==> config.mk <==
export PLATFORM = sky130hd
export DESIGN_NAME = rpt_prim_squash
export DESIGN_NICKNAME = d
export VERILOG_FILES = /design/src/rtl/rps_pkg.sv /design/src/rtl/rps_lfsr.sv /design/src/rtl/rps_tx_squash.sv /design/src/rtl/rps_rx_expand.sv /design/src/rtl/rpt_prim_squash.sv
export SDC_FILE = /design/constraint.sdc
export NUM_CORES = 1
export LEC_CHECK = 0
export ABC_AREA = 1
export BUFFER_PORTS_ARGS = -buffer_cell sky130_fd_sc_hd__buf_2
export CORE_MARGIN = 2
export CORE_UTILIZATION = 35
export DETAILED_ROUTE_END_ITERATION = 8
export PLACE_DENSITY = 0.61
export SKIP_CTS_REPAIR_TIMING = 1
export SYNTH_ARGS = -nofsm -noshare
export SYNTH_HDL_FRONTEND = slang
export SYNTH_SLANG_ARGS = --single-unit
==> constraint.sdc <==
create_clock -name clk -period 2.1 [get_ports clk]
set_input_delay 0.21 -clock clk [delete_from_list [all_inputs] [get_ports clk]]
set_output_delay 0.21 -clock clk [all_outputs]
set_load 0.02 [all_outputs]
==> src/rtl/rps_pkg.sv <==
`timescale 1ns/1ps
package rps_pkg;
  // What the transmit side puts on the line for the current input dword.
  typedef enum logic [1:0] {
    EMIT_PASS = 2'd0,
    EMIT_CONT = 2'd1,
    EMIT_FILL = 2'd2
  } emit_e;
endpackage

==> src/rtl/rps_lfsr.sv <==
`timescale 1ns/1ps
// Filler generator: a Fibonacci LFSR that advances DATA_W steps per word.
module rps_lfsr #(
  parameter int              LFSR_W = 16,
  parameter int              DATA_W = 32,
  parameter logic [LFSR_W-1:0] TAPS = 16'hD008,
  parameter logic [LFSR_W-1:0] SEED = 16'hF0F6
) (
  input  logic              clk,
  input  logic              rst,
  input  logic              reload,
  input  logic              step,
  output logic [DATA_W-1:0] word_o
);
  logic [LFSR_W-1:0] state_q;
  logic [LFSR_W-1:0] walk;

  // Unrolled walk: word bit i is the top state bit before shift i.
  always_comb begin
    walk   = state_q;
    word_o = '0;
    for (int i = 0; i < DATA_W; i++) begin
      word_o[i] = walk[LFSR_W-1];
      walk      = {walk[LFSR_W-2:0], ^(walk & TAPS)};
    end
  end

  always_ff @(posedge clk) begin
    if (rst || reload) state_q <= SEED;
    else if (step)     state_q <= walk;
  end

  AST_LFSR_LIVE: assert property (@(posedge clk) disable iff (rst)
    reload |=> (state_q == SEED));

endmodule

==> src/rtl/rps_tx_squash.sv <==
`timescale 1ns/1ps
// Transmit side: detects runs of identical primitives and replaces them.
module rps_tx_squash
  import rps_pkg::*;
#(
  parameter int                DATA_W  = 32,
  parameter int                CNT_W   = 8,
  parameter logic [DATA_W-1:0] P_ALIGN = 32'h7B4A4ABC,
  parameter logic [DATA_W-1:0] P_CONT  = 32'h9999AA7C
) (
  input  logic              clk,
  input  logic              rst,
  input  logic              hist_clr,
  input  logic [DATA_W-1:0] in_data,
  input  logic              in_k,
  input  logic [DATA_W-1:0] fill_word,
  output logic              fill_step,
  output logic              fill_reload,
  output logic [DATA_W-1:0] out_data,
  output logic              out_k
);
  localparam logic [CNT_W-1:0] CNT_MAX = '1;

  logic [DATA_W-1:0] h0_d, h1_d;   // h0: previous cycle, h1: two cycles back
  logic              h0_v, h1_v;   // entry holds a countable primitive
  logic [CNT_W-1:0]  cnt_q;
  logic              countable, h0_ok, h1_ok, run;
  emit_e             emit;

  always_comb begin
    countable   = in_k && (in_data != P_ALIGN);
    h0_ok       = h0_v && !hist_clr;
    h1_ok       = h1_v && !hist_clr;
    run         = countable && h0_ok && h1_ok && (h0_d == in_data) && (h1_d == in_data);
    if (!run)              emit = EMIT_PASS;
    else if (cnt_q == '0)  emit = EMIT_CONT;
    else                   emit = EMIT_FILL;
    fill_step   = (emit == EMIT_FILL);
    fill_reload = !run;
  end

  always_ff @(posedge clk) begin
    if (rst) begin
      h0_d     <= '0;
      h0_v     <= 1'b0;
      h1_d     <= '0;
      h1_v     <= 1'b0;
      cnt_q    <= '0;
      out_data <= '0;
      out_k    <= 1'b0;
    end else begin
      h1_d <= h0_d;
      h1_v <= h0_v && !hist_clr;
      h0_d <= in_data;
      h0_v <= countable;
      if (!run)                 cnt_q <= '0;
      else if (cnt_q != CNT_MAX) cnt_q <= cnt_q + 1'b1;
      case (emit)
        EMIT_CONT: begin out_data <= P_CONT;    out_k <= 1'b1; end
        EMIT_FILL: begin out_data <= fill_word; out_k <= 1'b0; end
        default:   begin out_data <= in_data;   out_k <= in_k; end
      endcase
    end
  end

  AST_TX_DATA_PASS: assert property (@(posedge clk) disable iff (rst)
    !in_k |=> (!out_k && out_data == $past(in_data)));

  AST_TX_SHORT_PASS: assert property (@(posedge clk) disable iff (rst)
    (in_k && !(h0_v && h0_d == in_data)) |=> (out_k && out_data == $past(in_data)));

  AST_TX_HIST_WIPE: assert property (@(posedge clk) disable iff (rst)
    hist_clr |=> !h1_v);

  AST_TX_FILL_NOK: assert property (@(posedge clk) disable iff (rst)
    fill_step |=> !out_k);

  AST_TX_SAT_NO_CONT: assert property (@(posedge clk) disable iff (rst)
    (run && cnt_q == CNT_MAX) |=> (out_data != P_CONT || out_k == 1'b0));

endmodule

==> src/rtl/rps_rx_expand.sv <==
`timescale 1ns/1ps
// Receive side: replays the remembered primitive while a continuation is active.
module rps_rx_expand #(
  parameter int                DATA_W  = 32,
  parameter logic [DATA_W-1:0] P_ALIGN = 32'h7B4A4ABC,
  parameter logic [DATA_W-1:0] P_CONT  = 32'h9999AA7C,
  parameter logic [DATA_W-1:0] P_HOLD  = 32'hD5D5AA7C,
  parameter logic [DATA_W-1:0] P_IDLE  = 32'hB5B5957C
) (
  input  logic              clk,
  input  logic              rst,
  input  logic [DATA_W-1:0] in_data,
  input  logic              in_k,
  output logic              hist_clr,
  output logic [DATA_W-1:0] out_data,
  output logic              out_k
);
  logic              cont_q;
  logic [DATA_W-1:0] last_q;
  logic              is_cont, is_align, is_other;

  always_comb begin
    is_cont  = in_k && (in_data == P_CONT);
    is_align = in_k && (in_data == P_ALIGN);
    is_other = in_k && !is_cont && !is_align;
    hist_clr = cont_q && in_k && (in_data == P_HOLD);
  end

  always_ff @(posedge clk) begin
    if (rst) begin
      cont_q   <= 1'b0;
      last_q   <= P_IDLE;
      out_data <= '0;
      out_k    <= 1'b0;
    end else begin
      if (is_cont) begin
        cont_q <= 1'b1;
      end else if (is_other) begin
        cont_q <= 1'b0;
        last_q <= in_data;
      end
      if (is_cont || (!in_k && cont_q)) begin
        out_data <= last_q;
        out_k    <= 1'b1;
      end else begin
        out_data <= in_data;
        out_k    <= in_k;
      end
    end
  end

  AST_RX_CONT_REPLAY: assert property (@(posedge clk) disable iff (rst)
    is_cont |=> (out_k && out_data == last_q));

  AST_RX_PRIM_PASS: assert property (@(posedge clk) disable iff (rst)
    is_other |=> (out_k && out_data == $past(in_data) && !cont_q));

  AST_RX_ALIGN_KEEP: assert property (@(posedge clk) disable iff (rst)
    is_align |=> (cont_q == $past(cont_q) && last_q == $past(last_q)));

  AST_RX_DATA_PASS: assert property (@(posedge clk) disable iff (rst)
    (!in_k && !cont_q) |=> (!out_k && out_data == $past(in_data)));

endmodule

==> src/rtl/rpt_prim_squash.sv <==
`timescale 1ns/1ps
module rpt_prim_squash #(
  parameter int                DATA_W     = 32,
  parameter int                LFSR_W     = 16,
  parameter int                CNT_W      = 8,
  parameter logic [LFSR_W-1:0] LFSR_TAPS  = 16'hD008,
  parameter logic [LFSR_W-1:0] LFSR_SEED  = 16'hF0F6,
  parameter logic [DATA_W-1:0] PRIM_ALIGN = 32'h7B4A4ABC,
  parameter logic [DATA_W-1:0] PRIM_CONT  = 32'h9999AA7C,
  parameter logic [DATA_W-1:0] PRIM_HOLD  = 32'hD5D5AA7C,
  parameter logic [DATA_W-1:0] PRIM_IDLE  = 32'hB5B5957C
) (
  input  logic              clk,
  input  logic              rst,
  input  logic [DATA_W-1:0] tx_in_data,
  input  logic              tx_in_k,
  output logic [DATA_W-1:0] tx_out_data,
  output logic              tx_out_k,
  input  logic [DATA_W-1:0] rx_in_data,
  input  logic              rx_in_k,
  output logic [DATA_W-1:0] rx_out_data,
  output logic              rx_out_k
);
  logic              hist_clr;
  logic              fill_step, fill_reload;
  logic [DATA_W-1:0] fill_word;

  rps_lfsr #(
    .LFSR_W (LFSR_W),
    .DATA_W (DATA_W),
    .TAPS   (LFSR_TAPS),
    .SEED   (LFSR_SEED)
  ) u_fill (
    .clk    (clk),
    .rst    (rst),
    .reload (fill_reload),
    .step   (fill_step),
    .word_o (fill_word)
  );

  rps_tx_squash #(
    .DATA_W  (DATA_W),
    .CNT_W   (CNT_W),
    .P_ALIGN (PRIM_ALIGN),
    .P_CONT  (PRIM_CONT)
  ) u_tx (
    .clk         (clk),
    .rst         (rst),
    .hist_clr    (hist_clr),
    .in_data     (tx_in_data),
    .in_k        (tx_in_k),
    .fill_word   (fill_word),
    .fill_step   (fill_step),
    .fill_reload (fill_reload),
    .out_data    (tx_out_data),
    .out_k       (tx_out_k)
  );

  rps_rx_expand #(
    .DATA_W  (DATA_W),
    .P_ALIGN (PRIM_ALIGN),
    .P_CONT  (PRIM_CONT),
    .P_HOLD  (PRIM_HOLD),
    .P_IDLE  (PRIM_IDLE)
  ) u_rx (
    .clk      (clk),
    .rst      (rst),
    .in_data  (rx_in_data),
    .in_k     (rx_in_k),
    .hist_clr (hist_clr),
    .out_data (rx_out_data),
    .out_k    (rx_out_k)
  );

  AST_RESET_QUIET: assert property (@(posedge clk)
    $past(rst) |-> (!tx_out_k && !rx_out_k));

endmodule

## Word level (Yosys, flattened, before mapping)

Cells that the tools add are included.

- Bits in registers: 189
- Output and inout bits: 66

- Bitwise logic cells: 2
- $add $sub $neg: 1
- Reductions and logical operators: 57
- Equal/unequal tests: 9
- Multiplexer cells: 8

Operator list:

| operator | count |
|---|---|
| parity 16 bit | 32 |
| == test 32 bit | 2 |
| == test 32 bit (second input constant) | 2 |
| case mux 32 bit (2 select lines) | 1 |
| == test 32 x 31 -> 1 bit (second input constant) | 1 |
| 2-to-1 mux 32 bit | 1 |
| != test 32 x 31 -> 1 bit (second input constant) | 1 |
| logical AND 1 bit | 14 |
| adder 8 x 1 -> 8 bit (second input constant) | 1 |
| zero test 8 bit | 1 |
| != test 8 bit (second input constant) | 1 |
| zero test 1 bit | 5 |
| 2-to-1 mux 2 bit | 2 |
| 2-to-1 mux 1 bit | 3 |
| == test 2 x 1 -> 1 bit (second input constant) | 1 |
| == test 2 bit (second input constant) | 1 |
| logical OR 1 bit | 2 |
| inverter 1 bit | 2 |
| case mux 1 bit (2 select lines) | 1 |
| AND reduction 2 bit | 1 |
| nonzero test 2 bit | 1 |
| OR reduction 2 bit | 1 |

## Depth between registers and ports, before layout

- Depth in word-level cells: 11
- Depth in mapped cells: 23
- Depth with buffers taken out: 22

## Cells and area by module

Synthesis repeated with hierarchy kept, for this count alone.

- Cells, all modules: 1762
- Area, all modules: 11066.9 µm²

Modules (own cells, without submodules):

| module | area each (µm²) | times used | cells an instance |
|---|---|---|---|
| rps_tx_squash | 5481.5 | 1 | 876 |
| rps_rx_expand | 3050.4 | 1 | 449 |
| rps_lfsr | 2534.9 | 1 | 437 |

## Least setup slack after synthesis

OpenSTA, ideal clock, no wires.

- Path type: register to register
- Start: reg u_tx.cnt_q[0]
- End: reg u_tx.out_data[29]
- Stages on the path, launching flop included: 11
- Path slack: 0.126 ns
- Data arrival time: 1.852 ns
- Clock period less this slack: 1.974 ns
- Library setup time: 0.122 ns
- Path buffers: 1
- Cell sequence: dfxtp_1 inv_1 ha_1 nand3_1 nor2_1 clkinv_1 nand2_2 clkinv_2 nand2_2 buf_6 o21ai_0

- Longest elaborated chain between the ends: 5

Ends and longest elaborated chain:

| element | RTL line | RTL |
|---|---|---|
| from (decl) | rps_tx_squash.sv:26 | `logic [CNT_W-1:0] cnt_q;` |
| from (signal assigned) | rps_tx_squash.sv:57 | `else if (cnt_q != CNT_MAX) cnt_q <= cnt_q + 1'b1;` |
| zero test 8 bit (*) | rps_tx_squash.sv:36 | `else if (cnt_q == '0) emit = EMIT_CONT;` |
| 2-to-1 mux 2 bit (*) | rps_tx_squash.sv:36 |  |
| 2-to-1 mux 2 bit (*) | rps_tx_squash.sv:35 | `if (!run) emit = EMIT_PASS;` |
| == test 2 bit or == test 2 x 1 -> 1 bit (tied branches) | rps_tx_squash.sv:58 | `case (emit)` |
| case mux 32 bit (2 select lines) (*) | rps_tx_squash.sv:58 |  |
| to (signal assigned) | rps_tx_squash.sv:61 | `default: begin out_data <= in_data; out_k <= in_k; end` |
| to (decl) | rps_tx_squash.sv:19 | `output logic [DATA_W-1:0] out_data,` |

Every way passes the cells marked *; elsewhere a longest branch is shown, timed or not.
A chain may end at the register's enable or synchronous reset.

## Worst setup path after layout

- Start: reg u_fill.state_q[10]
- End: reg u_fill.state_q[0]

- Longest elaborated chain between the ends: 6

Ends and longest elaborated chain:

| element | RTL line | RTL |
|---|---|---|
| from (decl) | rps_lfsr.sv:15 | `logic [LFSR_W-1:0] state_q;` |
| from (signal assigned) | rps_lfsr.sv:30 | `else if (step) state_q <= walk;` |
| parity 16 bit (5 in series) | rps_lfsr.sv:24 | `walk = {walk[LFSR_W-2:0], ^(walk & TAPS)};` |
| parity 16 bit (*) | rps_lfsr.sv:24 |  |

Marked as above.

==> run metrics <==
status=finished with violations; failing checks=negative setup slack; syn_nets=1362; Power Dens Cells=just under 600 mW/mm²; Synth Register Bits=around 190; top cell type's share of synthesized area=0.4137; setup violators final=10; Initial Util=0.3540; vias per cell=4.919; vias in the first global route=8571; Non-Filler Instances=1953; R2R Setup Slk=-0.18 ns; Skew-Pair Late Insertion Delay=0.44 ns; final setup margin=-0.1771 ns; pins over their slew limit=0; Fin Clk Skew=0.01695 ns; IO Pins=134; GPL Wtd Cong=0.9429; CTS tree=yes; clock-pin slew on the worst setup and hold paths=0.08 ns; WL final=between 30 and 40 mm; cell count after synthesis=~1300; dpl hpwl=22.16 mm; slew margin rel.=0.5590; total core area=0.02584 mm²; number of routed nets with antenna violations=0; die width=around 170 µm; Leakage=0.006551 µW; post-route clock period utilization=1.084; port buffer count=133; hold path depth=3; Worst Tran Pin Value=~0.66 ns; Setup WS pre-CTS=-0.3601 ns; DRT iter0 DRCs=745; via count=9607; Reg2Reg Depth=20; worst vdd ir=519.2 µV; fill count=2409; Pre-antenna DRT Iters=5; Die Ht=roughly 170 µm; pin count of the biggest net entering global routing=66; overall routing resource usage=0.2021; Core Rows=59; H-tree depth=4; leading cell type in the layout, fill and taps excluded=nand2_1; CP Capture Type=register; clk root buf=clkbuf_16; share of layout cells above drive strength 1=0.3956; Final Hold Viols=0; Max Cap Viol=0; Mapped Avg Cell Area=7.079 µm²; area added between synthesis and finish=48.28%; # DRC=0; synth top area cells=dfxtp_1, nand2_1, inv_1, nand3_1, nor2_1; CP arrival=2.61 ns; commonest non-fill, non-tap cells in the layout=nand2_1, buf_4, dfxtp_1, inv_1, buf_2; Inst Count DP=1883; Worst setup SP type=register; Max clock buf depth=2; routed len/inst=15.47 µm; Util after Layout=0.5249; f_max=0.4392 GHz; initial antenna violation count=0; first-pass GRT wire length=44.70 mm; GR Overflow Total=0; ANT cells=0; # clock sinks=189; post-synth top area cell=dfxtp_1; WS Path Type=register to register; minimum clock period=between 2 and 2.5 ns; sequential area share after synthesis=0.4137; Synth cell types=44; synth warn=0; Num CTS Buffers=17; worst min path class=input pin to register; Worst EP required=approximately 2.4 ns; fin nets=1675; Die Area=0.02744 mm²; RSZ-0062 raised after global routing=true; Post-Syn Area=0.009146 mm²; CP max FO=7
==> where the power goes <==
part | switching (µW) | leakage, µW | internal [µW]
Combinational | 520 | 0.00469 | 336
Sequential | 68.7 | 0.00157 | 3750
Clock | 1550 | 0.000291 | 1670
Total | 2130 | 0.00655 | 5760
==> worst paths after layout <==
path,startpoint,end
worst min register to register,u_tx.h0_d[22]$_SDFF_PP0_,u_tx.h1_d[22]$_SDFF_PP0_
worst max register to register,u_fill.state_q[10]$_SDFFE_PP0N_,u_fill.state_q[0]$_SDFFE_PP0N_
worst max-delay path,u_fill.state_q[10]$_SDFFE_PP0N_,u_fill.state_q[0]$_SDFFE_PP0N_
worst min-delay path,rx_in_data[3],u_rx.last_q[3]$_SDFFE_PP1P_
==> per-layer routing <==
layer,vias to the layer above,GRT usage,part of all wire
met3,49,0.02915,0.048
met1,4513,0.2750,0.45
met4,0,0.04386,0.018
met5,-,0,0
li1,4769,-,-
met2,276,0.3408,0.49
==> cell usage after synthesis, drive strengths merged <==
cell / number
a21oi: 48
buf: 15
xor2: 29
inv: 183
nand2: 365
a31oi: 3
o22ai: 25
nor3b: 1
dfxtp: 189
nand3b: 1
xnor2: 11
nor4: 16
nor3: 12
and3: 1
nand4: 22
o221ai: 5
a221oi: 2
nand3: 105
nor2: 127
clkbuf: 29
o211ai: 14
o21ai: 73
or3: 1
o2111ai: 5
ha: 2
or2: 6
clkinv: 2
==> cell families (layout without fill, tap and decap cells) <==
| logic type | count (synthesis) | in the layout | share of synthesized area |
|---|---|---|---|
| and+or+nand+nor | 657 | 657 | 0.3334 |
| DFF | 189 | 189 | 0.4137 |
| xor gates and xnor gates | 40 | 40 | 0.03995 |
| adders and majority gates | 2 | 2 | 0.002736 |
| buffers and inverters | 229 | 555 | 0.1019 |
| AOI/OAI and AO/OA | 175 | 175 | 0.1083 |
==> state kept, by name, indices dropped and copies added (netlist names) <==
name,cells
u_fill.state_q,16
u_rx.cont_q,1
u_rx.last_q,32
u_rx.out_data,32
u_rx.out_k,1
u_tx.cnt_q,8
u_tx.h0_d,32
u_tx.h0_v,1
u_tx.h1_d,32
u_tx.h1_v,1
u_tx.out_data,32
u_tx.out_k,1
==> metrics by stage <==
stage	power (µW)	setup TNS, ns	cell area [µm²]	hold WS (ns)
detailed placement	4738	-9.940	11400	0.4209
CTS	7909	-8.364	11990	0.006284
global route	8163	-5.338	13560	0.03786
floorplan	4338	0	9146	0.3232
finish	7891	-0.9443	13560	0.02128
global placement	4726	-9.164	11400	0.4186
==> layout make-up <==
class                           count  area, µm²  area share
Timing Repair Buffer              338       2495      0.1840
Clock buffer                       20      466.7     0.03441
Sequential cell                   189       3832      0.2826
Multi-Input combinational cell    874       5485      0.4045
Tap cell                          335      419.2     0.03091
Clock inverter                     12      120.1    0.008857
Inverter                          185      743.2     0.05480
==> worst max-delay path, cell delays in order, from the launching register on <==
cell     delay, ns
dfxtp_4       0.37
buf_12        0.14
nand2_8       0.07
inv_4         0.03
nor2_4        0.11
nand2_4       0.09
nand2_8       0.13
nand2_8       0.08
nand2_8       0.08
nand2_8       0.07
nand2_8       0.10
nand2_4       0.06
nand2_4       0.10
buf_12        0.14
nand3_1       0.10
nand2_2       0.10
nand3_2       0.10
nand3_2       0.10
nand3_2       0.07
nand2_1       0.06
inv_1         0.03
No activity file was read; power rests on OpenSTA's default activity.
